$ cat src/rtl/scmp_accum.sv
module scmp_accum #(
  parameter int LANES = 16,
  parameter int CNT_W = 16
) (
  input  logic             clk,
  input  logic             rst_n,
  input  logic             take_i,
  input  logic             clr_i,
  input  logic [LANES-1:0] miss_vec_i,
  input  logic             any_miss_i,
  output logic             s1_vld_o,
  output logic             fail_o,
  output logic             sat_o,
  output logic [CNT_W-1:0] cnt_o,
  output logic [LANES-1:0] lanes_o
);
  localparam logic [CNT_W-1:0] CNT_MAX = {CNT_W{1'b1}};

  // compare stage
  logic             s1_vld_q, s1_vld_d;
  logic             s1_any_q;
  logic [LANES-1:0] s1_vec_q;
  // summary store
  logic             fail_q, fail_d;
  logic [CNT_W-1:0] cnt_q, cnt_d;
  logic [LANES-1:0] lanes_q, lanes_d;
  logic             upd_en;

  always_comb begin
    s1_vld_d = take_i & ~clr_i;
    upd_en   = s1_vld_q & s1_any_q;
    fail_d   = fail_q;
    cnt_d    = cnt_q;
    lanes_d  = lanes_q;
    if (clr_i) begin
      fail_d  = 1'b0;
      cnt_d   = '0;
      lanes_d = '0;
    end else if (upd_en) begin
      fail_d  = 1'b1;
      lanes_d = lanes_q | s1_vec_q;
      if (cnt_q != CNT_MAX) cnt_d = cnt_q + 1'b1;
    end
  end

  always_ff @(posedge clk or negedge rst_n) begin
    if (!rst_n) begin
      s1_vld_q <= 1'b0;
      s1_any_q <= 1'b0;
      s1_vec_q <= '0;
    end else begin
      s1_vld_q <= s1_vld_d;
      if (take_i) begin
        s1_any_q <= any_miss_i;
        s1_vec_q <= miss_vec_i;
      end
    end
  end

  always_ff @(posedge clk or negedge rst_n) begin
    if (!rst_n) begin
      fail_q  <= 1'b0;
      cnt_q   <= '0;
      lanes_q <= '0;
    end else if (clr_i || upd_en) begin
      fail_q  <= fail_d;
      cnt_q   <= cnt_d;
      lanes_q <= lanes_d;
    end
  end

  assign s1_vld_o = s1_vld_q;
  assign fail_o   = fail_q;
  assign sat_o    = (cnt_q == CNT_MAX);
  assign cnt_o    = cnt_q;
  assign lanes_o  = lanes_q;
endmodule

$ cat config.mk
export PLATFORM = sky130hd
export DESIGN_NAME = scmp_accum
export DESIGN_NICKNAME = d
export VERILOG_FILES = /design/src/rtl/scmp_accum.sv
export SDC_FILE = /design/constraint.sdc
export NUM_CORES = 1
export LEC_CHECK = 0
export BUFFER_PORTS_ARGS = -buffer_cell sky130_fd_sc_hd__buf_4
export CORE_MARGIN = 4
export CORE_UTILIZATION = 49
export CTS_BUF_LIST = sky130_fd_sc_hd__clkbuf_4 sky130_fd_sc_hd__clkbuf_8
export DETAILED_ROUTE_END_ITERATION = 6
export GPL_ROUTABILITY_DRIVEN = 0
export HOLD_SLACK_MARGIN = 0.06
export PLACE_DENSITY = 0.74
export SLEW_MARGIN = 25
export SYNTH_ARGS = -nofsm -noshare
export SYNTH_HDL_FRONTEND = slang
export SYNTH_SLANG_ARGS = --single-unit
$ cat constraint.sdc
create_clock -name clk -period 2.3 [get_ports clk]
set_input_delay 0.23 -clock clk [delete_from_list [all_inputs] [get_ports clk]]
set_output_delay 0.23 -clock clk [all_outputs]
set_load 0.01 [all_outputs]
==> metrics.md <==
| Metric | Value |
|---|---|
| Status | `finished, final reports clean` |
| Clock Skew | `10.8 ps` |
| Die ar. | `between 5000 and 6000 um^2` |
| Slew HR | `58.6%` |
| I/O Buffers | `55` |
| DR WL met3 | `~280 um` |
| Synth Flop Type | `dfrtp_1` |
| Post-synth EDFFs | `0` |
| Antenna cells | `0` |
| Row cnt | `24` |
| Post-synth ARST share | `100%` |
| Clk buf depth | `2` |
| Global-route wire length before repair | `7870 um` |
| Fin Hold WS | `154 ps` |
| Fillers | `365` |
| Share of post-route cells with drive strength above 1 | `37.1%` |
| Required time worst endpoint | `2070 ps` |
| Crit path arrival time | `1930 ps` |
| Initial Util | `51.3%` |
| Area of the multi-input gates | `901 um^2` |
| Via count of the first global-routing pass | `1632` |
| Cells after synthesis | `194` |
| VDD IR max | `492 uV` |
| Syn nets | `216` |
| Internal | `between 1000 and 1500 uW` |
| Fin crit share | `a little over nine tenths` |
| CTS Sinks | `51` |
| Register area share after synthesis | `a little under three fifths` |
| WS Path Type | `flop to primary output` |
| Lkg Pwr | `~0.0013 uW` |
| Flops & latches, synth | `51` |
| Worst hold path type | `primary input to flop` |
| Pwr dens | `626 nW/um^2` |
| Post-DRT Antenna Nets | `0` |
| Worst skew pair latency | `310 ps` |
| Io pins | `56` |
| Clock H-tree levels | `2` |
| WL final | `4790 um` |
| Via density | `5.61` |
| DR top layer | `met4` |
| Grt total ovfl | `0` |
| Initial antenna violation count | `0` |
| Clk pwr share | `36.3%` |
| DR WL/cell | `15.8 um` |
| Crit start category | `flop` |
| Register area | `1280 um^2` |
| Total CTS buffers | `5` |
| DR vias | `1701` |
| CP Capture Type | `primary output` |
| CTS tree | `built` |
| Max-cap violations | `0` |
| Die Y | `about 76 um` |
| Syn_area_per_cell | `11.6 um^2` |
| Tmin final | `2160 ps` |
| # setup viols final | `0` |
| DP Wirelength | `3300 um` |
| 1st-pass router iterations | `4` |
| Clock slew at reported path FFs | `100 ps` |
| Worst-path fanout max | `6` |
| Net Sw Power | `394 uW` |
| Die Width | `around 76 um` |
| Core area | `4380 um^2` |
| Sequential share of power | `54.7%` |
| Fin. Hold Viols | `0` |
| Pins Over Slew Limit | `0` |
| CTS root buf | `clkbuf_8` |
| Residual DRC | `0` |
| Sw Ratio | `22.3%` |
| Max Clk Rate | `0.463 GHz` |
| Setup TNS | `0 ps` |
| Netlist cell types | `33` |
| Tightest Pin Transition | `around 620 ps` |
| Syn. warnings | `0` |
| Post-Syn Area | `around 2200 um^2` |
| Tot GR Track Use | `18.4%` |
| Area Growth Syn to Fin | `25.8%` |
| Core Util, Final | `between 60% and 70%` |
| Final layout net count | `272` |
| WL met2 | `2350 um` |
| Drt initial violations | `around 100` |
| WL met1 | `2090 um` |
| Largest net degree at the start of global routing | `52` |
| Combinational Power Share | `9.1%` |
[area by class of cell]
| cell class | instances | area share, % |
|---|---|---|
| Sequential cell | 51 | 45.1 |
| Multi-Input combinational cell | 128 | 31.9 |
| Timing Repair Buffer | 60 | 16.0 |
| Clock buffer | 6 | 2.92 |
| Tap cell | 52 | 2.30 |
| Clock inverter | 2 | 1.24 |
| Inverter | 4 | 0.531 |
[worst max-delay path, cell delays in order (launching register included)]
cell	delay (ps)
dfrtp_1	480
ha_2	290
nand3_1	150
nor4_4	410
and2_1	180
buf_4	120
[per-layer routing]
layer / vias up / global-route usage, %
met5: - / 0
met4: 0 / 6.02
met3: 7 / 5.01
met2: 48 / 29.6
met1: 836 / 24.1
li1: 810 / -
[registers in the layout (all words and copies together), names as in the netlist]
register  count
s1_vec_q     16
fail_o        1
s1_vld_o      1
s1_any_q      1
cnt_o        16
lanes_o      16
[cell families (layout without fill, tap and decap cells)]
group | after synthesis | after routing | synth area share [%]
AOI/OAI and AO/OA | 38 | 38 | 10.5
adders and majority gates | 1 | 1 | 0.556
buffers and inverters | 15 | 72 | 3.28
DFF | 51 | 51 | 56.8
muxes | 23 | 23 | 11.5
and+or+nand+nor | 66 | 66 | 17.4
[final timing paths]
check	to	slack [ps]	cells after the start	start
setup / recovery	sat_o	140	5	cnt_o[0]
hold / removal	s1_vec_q[1]	150	2	miss_vec_i[1]
setup reg to reg	cnt_o[3]	290	6	cnt_o[0]
hold reg to reg	lanes_o[3]	510	2	lanes_o[3]
max in group asynchronous	s1_vec_q[8]	1400	2	rst_n
min in group asynchronous	lanes_o[2]	490	2	rst_n
[power by group through the flow]
| stage | clock, uW | combinational [uW] | sequential (uW) |
|---|---|---|---|
| after global routing | 697 | 179 | 974 |
| final | 642 | 161 | 968 |
| after global placement | 0 | 160 | 983 |
| after CTS | 652 | 165 | 968 |
| after floorplan | 0 | 75.1 | 987 |
| after detailed placement | 0 | 163 | 985 |
[per-stage QoR]
stage | worst slack [ps] | std cells | instance area [um^2] | power (uW)
floorplan | 487 | 194 | 2250 | 1060
global placement | 321 | 292 | 2680 | 1140
detailed placement | 272 | 292 | 2680 | 1150
CTS | 97.1 | 301 | 2810 | 1790
global route | -21.1 | 303 | 2830 | 1850
finish | 140 | 303 | 2830 | 1770
[cells in the final DEF, fill, tap and decap left out, types with 3 or more instances in the layout]
master     n
nor4_1     4
nor2b_1    6
or4_1      5
mux2_2    19
mux2_1     3
nand2_1    8
clkbuf_8   6
nor2_1    24
nand3_1    5
a21oi_1   23
o31ai_1    5
inv_1      4
nand4_1    3
buf_4     59
dfrtp_1   51
[Yosys cell counts (3+ instances only)]
master | instances | area, um^2
mux2_2 | 19 | 214
nand2_1 | 8 | 30.0
nor2_1 | 24 | 90.1
nand4_1 | 3 | 18.8
or4_1 | 5 | 37.5
clkbuf_1 | 5 | 18.8
inv_1 | 4 | 15.0
mux2_1 | 3 | 33.8
o31ai_1 | 5 | 37.5
nor4_1 | 4 | 25.0
a21oi_1 | 23 | 115
nor2b_1 | 6 | 37.5
dfrtp_1 | 51 | 1280
nand3_1 | 5 | 25.0
[what timing repair did]
action	in CTS	in global routing
hold endpoints to repair	51	0
buffers inserted	0	2
gates resized for setup	0	1
endpoints found under the setup margin	0	1
hold buffers	1	0
Power figures use the tool's default switching activity.
